[src/rtl/con_pkg.sv]
package con_pkg;
    typedef enum logic {
        KB_EMPTY,
        KB_FULL
    } kb_state_t;

    typedef enum logic {
        DP_READY,
        DP_BUSY
    } dp_state_t;

    localparam int NUM_REGS = 4;
    localparam int REG_KSTAT = 0;
    localparam int REG_KDATA = 1;
    localparam int REG_DSTAT = 2;
    localparam int REG_DDATA = 3;
endpackage

[src/rtl/con_addr_dec.sv]
module con_addr_dec #(
    parameter int ADDR_W = 16,
    parameter logic [ADDR_W-1:0] BASE_ADDR = 16'hFE00,
    parameter int NREG = 4,
    parameter int STRIDE = 2
) (
    input  logic [ADDR_W-1:0] addr,
    output logic [NREG-1:0]   sel
);
    for (genvar i = 0; i < NREG; i++) begin : g_sel
        assign sel[i] = (addr == BASE_ADDR + ADDR_W'(i * STRIDE));
    end
endmodule

[src/rtl/con_kbd_ch.sv]
module con_kbd_ch
    import con_pkg::*;
#(
    parameter int CHAR_W = 8
) (
    input  logic              clk,
    input  logic              rst_n,
    input  logic              key_strobe,
    input  logic [CHAR_W-1:0] key_code,
    input  logic              rd_data,
    input  logic              wr_ctl,
    input  logic              ie_in,
    output logic              ready,
    output logic              ie,
    output logic [CHAR_W-1:0] code,
    output logic              irq
);
    kb_state_t state, state_nx;

    always_comb begin
        state_nx = state;
        unique case (state)
            KB_EMPTY: if (key_strobe) state_nx = KB_FULL;
            KB_FULL:  if (rd_data)    state_nx = KB_EMPTY;
            default:  state_nx = KB_EMPTY;
        endcase
    end

    always_ff @(posedge clk) begin
        if (!rst_n) state <= KB_EMPTY;
        else        state <= state_nx;
    end

    always_ff @(posedge clk) begin
        if (!rst_n) begin
            code <= '0;
            ie   <= 1'b0;
        end else begin
            if (state == KB_EMPTY && key_strobe) code <= key_code;
            if (wr_ctl) ie <= ie_in;
        end
    end

    assign ready = (state == KB_FULL);
    assign irq   = ready & ie;


    kb_capture_chk: assert property (@(posedge clk) disable iff (!rst_n)
        (!ready && key_strobe) |=> (ready && code == $past(key_code)));

    kb_drop_chk: assert property (@(posedge clk) disable iff (!rst_n)
        (ready && key_strobe && !rd_data) |=> (ready && $stable(code)));

    kb_clear_chk: assert property (@(posedge clk) disable iff (!rst_n)
        (ready && rd_data) |=> !ready);
endmodule

[src/rtl/con_disp_ch.sv]
module con_disp_ch
    import con_pkg::*;
#(
    parameter int CHAR_W = 8
) (
    input  logic              clk,
    input  logic              rst_n,
    input  logic              wr_data,
    input  logic [CHAR_W-1:0] wdata,
    input  logic              disp_done,
    output logic              ready,
    output logic              disp_strobe,
    output logic [CHAR_W-1:0] disp_code
);
    dp_state_t state, state_nx;

    always_comb begin
        state_nx = state;
        unique case (state)
            DP_READY: if (wr_data)   state_nx = DP_BUSY;
            DP_BUSY:  if (disp_done) state_nx = DP_READY;
            default:  state_nx = DP_READY;
        endcase
    end

    always_ff @(posedge clk) begin
        if (!rst_n) state <= DP_READY;
        else        state <= state_nx;
    end

    always_ff @(posedge clk) begin
        if (!rst_n) begin
            disp_strobe <= 1'b0;
            disp_code   <= '0;
        end else begin
            disp_strobe <= (state == DP_READY) && wr_data;
            if (state == DP_READY && wr_data) disp_code <= wdata;
        end
    end

    assign ready = (state == DP_READY);


    dp_accept_chk: assert property (@(posedge clk) disable iff (!rst_n)
        (ready && wr_data) |=> (disp_strobe && !ready && disp_code == $past(wdata)));

    dp_ignore_chk: assert property (@(posedge clk) disable iff (!rst_n)
        (!ready && wr_data) |=> (!disp_strobe && $stable(disp_code)));

    dp_done_chk: assert property (@(posedge clk) disable iff (!rst_n)
        (!ready && disp_done) |=> ready);
endmodule

[src/rtl/con_port.sv]
module con_port
    import con_pkg::*;
#(
    parameter int ADDR_W = 16,
    parameter int DATA_W = 16,
    parameter int CHAR_W = 8,
    parameter logic [ADDR_W-1:0] BASE_ADDR = 16'hFE00
) (
    input  logic              clk,
    input  logic              rst_n,
    input  logic [ADDR_W-1:0] bus_addr,
    input  logic              bus_rd,
    input  logic              bus_wr,
    input  logic [DATA_W-1:0] bus_wdata,
    output logic [DATA_W-1:0] bus_rdata,
    input  logic              key_strobe,
    input  logic [CHAR_W-1:0] key_code,
    input  logic              disp_done,
    output logic              disp_strobe,
    output logic [CHAR_W-1:0] disp_code,
    output logic              kbd_irq
);
    localparam int RDY_BIT = DATA_W - 1;
    localparam int IE_BIT  = DATA_W - 2;

    logic [NUM_REGS-1:0] sel;
    logic                kb_ready, kb_ie, dp_ready;
    logic [CHAR_W-1:0]   kb_code;
    logic                unused_wdata_bits;

    assign unused_wdata_bits = ^{bus_wdata[DATA_W-1], bus_wdata[IE_BIT-1:CHAR_W]};

    con_addr_dec #(
        .ADDR_W(ADDR_W), .BASE_ADDR(BASE_ADDR), .NREG(NUM_REGS), .STRIDE(2)
    ) i_dec (
        .addr(bus_addr), .sel(sel)
    );

    con_kbd_ch #(.CHAR_W(CHAR_W)) i_kbd (
        .clk(clk), .rst_n(rst_n),
        .key_strobe(key_strobe), .key_code(key_code),
        .rd_data(bus_rd && sel[REG_KDATA]),
        .wr_ctl(bus_wr && sel[REG_KSTAT]),
        .ie_in(bus_wdata[IE_BIT]),
        .ready(kb_ready), .ie(kb_ie), .code(kb_code), .irq(kbd_irq)
    );

    con_disp_ch #(.CHAR_W(CHAR_W)) i_disp (
        .clk(clk), .rst_n(rst_n),
        .wr_data(bus_wr && sel[REG_DDATA]),
        .wdata(bus_wdata[CHAR_W-1:0]),
        .disp_done(disp_done),
        .ready(dp_ready), .disp_strobe(disp_strobe), .disp_code(disp_code)
    );

    always_comb begin
        bus_rdata = '0;
        if (bus_rd) begin
            if (sel[REG_KSTAT]) begin
                bus_rdata[RDY_BIT] = kb_ready;
                bus_rdata[IE_BIT]  = kb_ie;
            end else if (sel[REG_KDATA]) begin
                bus_rdata[CHAR_W-1:0] = kb_code;
            end else if (sel[REG_DSTAT]) begin
                bus_rdata[RDY_BIT] = dp_ready;
            end
        end
    end


    irq_match_chk: assert property (@(posedge clk) disable iff (!rst_n)
        (bus_rd && sel[REG_KSTAT]) |-> (kbd_irq == (bus_rdata[RDY_BIT] && bus_rdata[IE_BIT])));

    unmapped_zero_chk: assert property (@(posedge clk) disable iff (!rst_n)
        (!bus_rd || sel == '0 || sel[REG_DDATA]) |-> (bus_rdata == '0));

    reset_state_chk: assert property (@(posedge clk)
        $past(!rst_n) |-> (!kb_ready && !kb_ie && dp_ready && !disp_strobe));
endmodule

[config.mk]
export PLATFORM = sky130hd
export DESIGN_NAME = con_port
export DESIGN_NICKNAME = d
export VERILOG_FILES = /design/src/rtl/con_pkg.sv /design/src/rtl/con_addr_dec.sv /design/src/rtl/con_kbd_ch.sv /design/src/rtl/con_disp_ch.sv /design/src/rtl/con_port.sv
export SDC_FILE = /design/constraint.sdc
export NUM_CORES = 1
export LEC_CHECK = 0
export ABC_AREA = 0
export ABC_CLOCK_PERIOD_IN_PS = 2900
export BUFFER_PORTS_ARGS = -buffer_cell sky130_fd_sc_hd__clkbuf_2
export CAP_MARGIN = 25
export CORE_MARGIN = 5
export CORE_UTILIZATION = 35
export DETAILED_ROUTE_END_ITERATION = 8
export GPL_TIMING_DRIVEN = 0
export HOLD_SLACK_MARGIN = 0.03
export PLACE_DENSITY = 0.71
export SLEW_MARGIN = 40
export SYNTH_ARGS = -nofsm -noshare
export SYNTH_HDL_FRONTEND = slang
export SYNTH_SLANG_ARGS = --single-unit
[constraint.sdc]
create_clock -name clk -period 2.9 [get_ports clk]
set_input_delay 0.58 -clock clk [delete_from_list [all_inputs] [get_ports clk]]
set_output_delay 0.58 -clock clk [all_outputs]
set_load 0.02 [all_outputs]
# Word-level counts from Yosys, hierarchy flattened

Cells that the tools add are included.

Flip-flop bits (word level): 20
Latch bits: 0
RAM bits: 0
ROM bits: 0
Input port bits: 46
Output and inout port bits: 26
Word-level logic and storage cells: 32
Memories: 0

Add/subtract/negate cells: 0
$mul: 0
Div/mod/pow operators: 0
Magnitude comparators: 0
Eq/ne operators: 4
Shifts and indexed selects: 0
Mux-type cells: 14
Bitwise logic cells: 3
Reductions and logical operators: 5

Operators by type and width:

| operator               | count |
|---|---|
| $eq A16 B16 Y1 const B | 4 |
| $mux W8                | 3 |
| $mux W1                | 8 |
| $logic_and A1 B1 Y1    | 5 |
| $pmux W1 S2            | 2 |
| $mux W2                | 1 |
| $not A1 Y1             | 2 |
| $and A1 B1 Y1          | 1 |

# Depth between registers and ports, before layout

Gate-level depths: netlist of the first run.

Depth in word-level cells: 5
Gate-level depth with buffers: 4
Gate-level depth less buffers: 4

# Cells and area by module

From an unflattened synthesis of the first run, not the netlist that was laid out.

Cell total of the unflattened synthesis: 119
Area total of the unflattened synthesis: 1074.8 um2

By module, submodules not included:

| module       | instances | cells each | area an instance (um2) | sequential area each (um2) |
|---|---|---|---|---|
| con_kbd_ch   | 1         | 43         | 421.7                  | 200.2 |
| con_disp_ch  | 1         | 42         | 400.4                  | 200.2 |
| con_port     | 1         | 23         | 156.4                  | 0.0 |
| con_addr_dec | 1         | 11         | 96.3                   | 0.0 |

# Worst setup path before layout of the first run

No wires, ideal clock.

Kind: input-to-output
Start point: in bus_addr[7]
End point: out bus_rdata[0]
Arrival time: 2178 ps
Data required time: 2320 ps
Path slack: 142 ps
Stages: 4
Buffers on the path: 0
Path through: or4_4 > or4_4 > nor3b_4 > and2_1

Cells in the longest elaborated chain, start to end: 4
Elaborated cells between the ends (all ways): 5
Those cells by class: eq/ne: 2; mux: 3

Ends and longest elaborated chain:

| element            | RTL line           | text |
|---|---|---|
| start: declaration | con_port.sv:11     | `input logic [ADDR_W-1:0] bus_addr,` |
| $eq A16 B16 Y1     | con_addr_dec.sv:11 | `assign sel[i] = (addr == BASE_ADDR + ADDR_W'(i * STRIDE));` |
| $mux W8            | con_port.sv:62     | `end else if (sel[REG_KDATA]) begin` |
| $mux W8 *          | con_port.sv:59     | `if (sel[REG_KSTAT]) begin` |
| $mux W8 *          | con_port.sv:58     | `if (bus_rd) begin` |
| end: declaration   | con_port.sv:15     | `output logic [DATA_W-1:0] bus_rdata,` |

Mark *: on every way between the ends. The rest lies on a longest branch, timed or not.

# Worst setup path in the final report of the first run

Same ends and word-level chain as after synthesis.

==> flow_summary.ini, run 1 <==
[synth]
ys_ff_latch = 20
netlist_instances = 114
yosysSeqAreaShare_pct = 40.61
synth_cell_types = 25
synth_top_area_share_pct = 40.61
syn_area_um2 = 985.9
yosysWarnings = 0
synth.avg_cell_area_um2 = 8.649
synth.largest_area_cell = dfxtp_1
synthTopCellsByArea = dfxtp_1 (41%), nand2_1 (13%), mux2i_1 (9.1%), and2_1 (6.3%), a21boi_0 (6.1%)

[critical_path]
critical-path-slowest-cell = or4_4
worstPathArrival_ns = 2.24
worstPathCellList = clkbuf_2 > or4_4 > or4_4 > nor3b_4 > and2_1 > buf_2
max_stage_delay_ns = 0.53
endpoint_kind = output port
crit_path_max_fanout = 5
cp_top_family = simple AND/OR/NAND/NOR gates
crit_top_cell = or4_4
start_kind = input pin
critPathKind = input pin to output port
critPathBufInv = 2
required_ns = 2.32

[timing]
setup_violations = 0
clock_skew_ns = 0.0004673
clock.fmax_mhz = 354.5
final_max_slew_viol_count = 0
fin_crit_ns = 2.821
setup_tns_ns = 0
post-route-period-util_pct = 97.28
hold_violations = 0

[final_layout]
syn2layout_area_growth_pct = 42.13
final_layout_size_suffix_gt1_share_pct = 40.98
fin_cells = 214
nNetsFinal = 230
n_antenna_cell = 0
most-common-layout-cells = clkbuf_2 (53), nand2_1 (35), dfxtp_1 (20)
layout_commonest_cell = clkbuf_2

[clocking]
htreeDepth = 1
clock_sinks = 20
max-clock-path-buffers = 2
ctsHoldBuffers = 0
clk_pin_slew_ns = 0.11
tritoncts = yes
clock-root-buffer = clkbuf_4
cts_buffers = 3
insertion_delay_ns = 0.30

[grt]
overflow = 0
grt_pass1_vias = 1029
grt_max_degree = 12
track_usage_pct = 13.84
grt_pass1_wl_mm = 4.540
antenna_found_initial = 0

[floorplan]
start_util_pct = 36.06
fp-row-count = 19
die_w_um = 63.08
io_pins = 72
die_y_um = 63.08
design.die.area_mm2 = 0.003978
coreArea_mm2 = 0.002734

[routing]
detail-route-antenna-nets = 0
post_drt_wl_per_cell_um = 12.26
wl_mm = 2.623
dr_total_vias = 1000
first_pass_iters = 4
drt_iter0_markers = 28
vias_per_cell = 4.673
drc = 0

[flow_run]
max_cap_viol_count = 0

[worst_hold_path]
hold_class = flop to flop

[outcome]
status = completed

[power_and_ir_drop]
vdd_ir_drop_max_mv = 0.1901
power_leakage_nw = 0.7076
power.density_mw_per_mm2 = 370.2

[placement]
dp_cells = 207
dpl.hpwl_mm = 2.141
globalplace.congestion = 0.7460
io_buffers = 57
layout make-up:
cell class | count | area [um^2]
fillers | 289 | 1333
clock buffers | 4 | 36.28
well taps | 31 | 38.79
multi-input cells | 89 | 559.3
repair buffers | 59 | 302.8
plain buffers | 11 | 63.81
flip-flops and latches | 20 | 400.4
sequential cells by signal (all words and copies together) (netlist names):
signal and cells:
i_disp.disp_code 8, i_kbd.code 8, i_disp.disp_strobe 1, i_disp.state 1, i_kbd.ie 1, i_kbd.ready 1
layer usage:
| layer | vias up | global-route usage (%) | routed length, um |
|---|---|---|---|
| met1 | 454 | 15.16 | 1011 |
| met2 | 37 | 24.87 | 1388 |
| met5 | - | 0 | 0 |
| li1 | 505 | - | - |
| met4 | 0 | 7.958 | 47 |
| met3 | 4 | 2.131 | 176 |
path summary, 6_finish.rpt:
path	slack [ns]	depth (start not counted)	end	start
setup / recovery	0.08	6	bus_rdata[0]	bus_addr[7]
hold / removal	0.47	2	i_kbd.code[3]$_SDFFE_PN0P_	i_kbd.code[3]$_SDFFE_PN0P_
setup reg to reg	1.74	4	i_kbd.code[7]$_SDFFE_PN0P_	i_kbd.ready$_SDFF_PN0_
hold reg to reg	0.47	2	i_kbd.code[3]$_SDFFE_PN0P_	i_kbd.code[3]$_SDFFE_PN0P_
logic make-up after synthesis:
family / Yosys count / share of synthesized area, %
other: 1 / 0.3803
and+or+nand+nor: 61 / 34.52
DFF: 20 / 40.61
buffers and inverters: 11 / 6.471
muxes: 9 / 9.137
AOI/OAI and AO/OA: 12 / 8.883
repair_timing:
action / CTS / global route
pin swaps: 2 / 2
endpoints found under the setup margin: 8 / 8
cloned: 1 / 0
gates resized for setup: 1 / 5
buffers inserted: 1 / 1
endpoints found under the hold margin: 0 / 0
tightest hold or removal path, delay by kind of cell, from the launching register on:
| kind | cells | cell delay (ns) |
|---|---|---|
| simple gates | 1 | 0.04 |
| compound gates | 1 | 0.06 |
| flops | 1 | 0.32 |
per-stage QoR:
step                      instance area [um^2]  util [%]  total power [mW]  hold slack (ns)  worst slack, ns
after global placement                    1329     48.60            0.3596           0.4432          -0.1223
final                                     1401     51.26            0.5188           0.4656          0.07901
after global routing                      1401     51.26            0.5487           0.4879        -0.002168
after detailed placement                  1329     48.60            0.3623           0.4551          -0.1328
after floorplan                           1005         -            0.3294           0.4389           0.1422
after CTS                                 1391     50.89            0.5251           0.4712         0.008231
synthesized netlist by cell type:
master,count
a21boi_0,8
a21oi_1,1
and2_1,10
and4b_1,1
buf_1,1
buf_4,6
clkbuf_1,4
conb_1,1
dfxtp_1,20
mux2i_1,9
nand2_1,35
nand2b_1,1
nand3b_1,1
nand4_1,1
nand4b_1,1
nor2_8,1
nor2b_1,4
nor3b_4,1
nor4_1,1
o211a_1,1
o21a_1,1
o21ai_0,1
or3_1,1
or3b_2,1
or4_4,2
report_power, final:
part	switching [mW]	internal, mW
combinational	0.0358	0.0361
clock	0.0846	0.0766
sequential	0.00381	0.282
total	0.124	0.395
Power figures use the tool's default switching activity.
==> run 2, diff against run 1 <==
ABC_CLOCK_PERIOD_IN_PS = 2700   (was 2900)
clock period = 2.7 ns   (was 2.9 ns; I/O delays follow)
==> run 2 against run 1 <==
Compared with the run above: the run now ends with setup timing left; total power increased by 7.2%; non-clock buffer count increased by 1; count of clock-buffer cells in the layout unchanged; sequential power increased by 7.3%; critical path type unchanged; largest cell class unchanged.
==> flow_summary.ini, run 2 (synthesized netlist as in run 1, its figures left out) <==
[outcome]
status = finished with violations
failed_checks = setup timing

[routing]
wl_mm = 2.703
detail-route-antenna-nets = 0
drc = 0
post_drt_wl_per_cell_um = 12.57
dr_total_vias = 1002
first_pass_iters = 4
drt_iter0_markers = 26
vias_per_cell = 4.660

[grt]
grt_pass1_vias = 1040
overflow = 0
grt_pass1_wl_mm = 4.595
track_usage_pct = 14.10
grt_max_degree = 12
antenna_found_initial = 0

[floorplan]
coreArea_mm2 = 0.002734
io_pins = 72
fp-row-count = 19
start_util_pct = 36.06
die_w_um = 63.08
die_y_um = 63.08
design.die.area_mm2 = 0.003978

[final_layout]
top_regs = i_disp.disp_code x8, i_kbd.code x8
layout_commonest_cell = clkbuf_2
n_antenna_cell = 0
fin_area_mm2 = 0.001488
fillers = 273
nNetsFinal = 231
final_util_pct = 54.42
final_layout_size_suffix_gt1_share_pct = 42.93
syn2layout_area_growth_pct = 50.89
most-common-layout-cells = clkbuf_2 (49), nand2_1 (35), dfxtp_1 (20)

[timing]
clock_skew_ns = 0.0007055
clock.fmax_mhz = 360.4
fin_crit_ns = 2.775
final_max_slew_viol_count = 0
post-route-period-util_pct = 102.8
rsz0062_at_grt = yes
hold_violations = 0
setup_slack_ns = -0.07480
setup_violations = 8

[power_and_ir_drop]
internal_power_mw = 0.4237
p_clk_share_pct = 30.9
netSwitchingPower_mw = 0.1325
power.density_mw_per_mm2 = 373.9
p_sw_share_pct = 23.82
p_comb_share_pct = 13.9
p_seq_share_pct = 55.2
power_leakage_nw = 0.7323
vdd_ir_drop_max_mv = 0.2038

[placement]
dpl.hpwl_mm = 2.141
globalplace.congestion = 0.7460
placed_area_mm2 = 0.001329
io_buffers = 57

[flow_run]
max_cap_viol_count = 0

[critical_path]
crit_path_max_fanout = 5
required_ns = 2.16
endpoint_kind = output port
worstPathArrival_ns = 2.23
start_kind = input pin
critPathKind = input pin to output port

[clocking]
htreeDepth = 1
insertion_delay_ns = 0.30
tritoncts = yes
cts_buffers = 3
clk_pin_slew_ns = 0.11
clock-root-buffer = clkbuf_4
clock_sinks = 20
max-clock-path-buffers = 2

[worst_hold_path]
hold_class = input pin to flop
[run 2: cell count changes in the layout (fill, tap and decap cells not counted)]
| cell | before | now |
|---|---|---|
| buf_8 | 0 | 3 |
| clkbuf_2 | 53 | 49 |
| clkbuf_8 | 1 | 6 |
| and2_1 | 10 | 7 |
| and2_4 | 0 | 3 |
| buf_2 | 3 | 0 |
[run 2: final timing paths]
check                                                      start                               end  slack (ns)  cells after the start
worst max-delay path                                 bus_addr[7]                      bus_rdata[0]       -0.07                      6
worst max register to register            i_kbd.ready$_SDFF_PN0_        i_kbd.code[7]$_SDFFE_PN0P_        1.54                      4
worst min register to register  i_disp.disp_code[6]$_SDFFE_PN0P_  i_disp.disp_code[6]$_SDFFE_PN0P_        0.47                      2
worst min-delay path                                bus_wdata[6]  i_disp.disp_code[6]$_SDFFE_PN0P_        0.45                      3
[run 2: per-stage QoR]
step	TNS [ns]	power, mW	hold WS [ns]	instances	worst slack, ns
4_1_cts	-0.5476	0.5640	0.4443	214	-0.1001
6_report	-0.4405	0.5562	0.4495	215	-0.07480
5_1_grt	-0.8647	0.5875	0.4519	215	-0.1313
2_1_floorplan	0	0.3538	0.4389	119	0.02216
3_5_place_dp	-1.873	0.3892	0.4551	207	-0.2528
3_3_place_gp	-1.840	0.3862	0.4432	207	-0.2423
[run 2: final cells by class]
type                            instances  area [um^2]  share of cell area [%]
Multi-Input combinational cell         89        566.8                   38.10
Sequential cell                        20        400.4                   26.91
Timing Repair Buffer                   60        381.6                   25.65
Tap cell                               31        38.79                   2.607
Buffer                                 11        63.81                   4.289
Clock buffer                            4        36.28                   2.439
[run 2: repair_timing]
| item | CTS | global route |
|---|---|---|
| endpoints found under the setup margin | 8 | 8 |
| pin swaps | 10 | 4 |
| gates cloned | 1 | 0 |
| hold buffers | 0 | 0 |
| buffers inserted | 2 | 1 |
| resized for setup | 18 | 5 |
[run 2: worst max-delay path, stage by stage]
cell and delay (ns):
clkbuf_2 0.08, or4_4 0.53, or4_4 0.48, nor3b_4 0.28, and2_1 0.18, clkbuf_8 0.14
[run 2: power groups by stage]
stage	clock (mW)	combinational, mW	sequential [mW]
6_report	0.172	0.0772	0.307
5_1_grt	0.193	0.0864	0.308
4_1_cts	0.179	0.0776	0.307
3_5_place_dp	0	0.0756	0.314
3_3_place_gp	0	0.0732	0.313
2_1_floorplan	0	0.0415	0.312
[run 2: metal layers]
layer  wire, um  up-vias  GRT usage, %  part of all wire, %
met5          0        -             0                    0
met4        104        0         9.814                  3.8
met2       1386       42         25.00                   51
met1       1036      446         15.05                   38
li1           -      505             -                    -
met3        175        9         2.131                  6.5
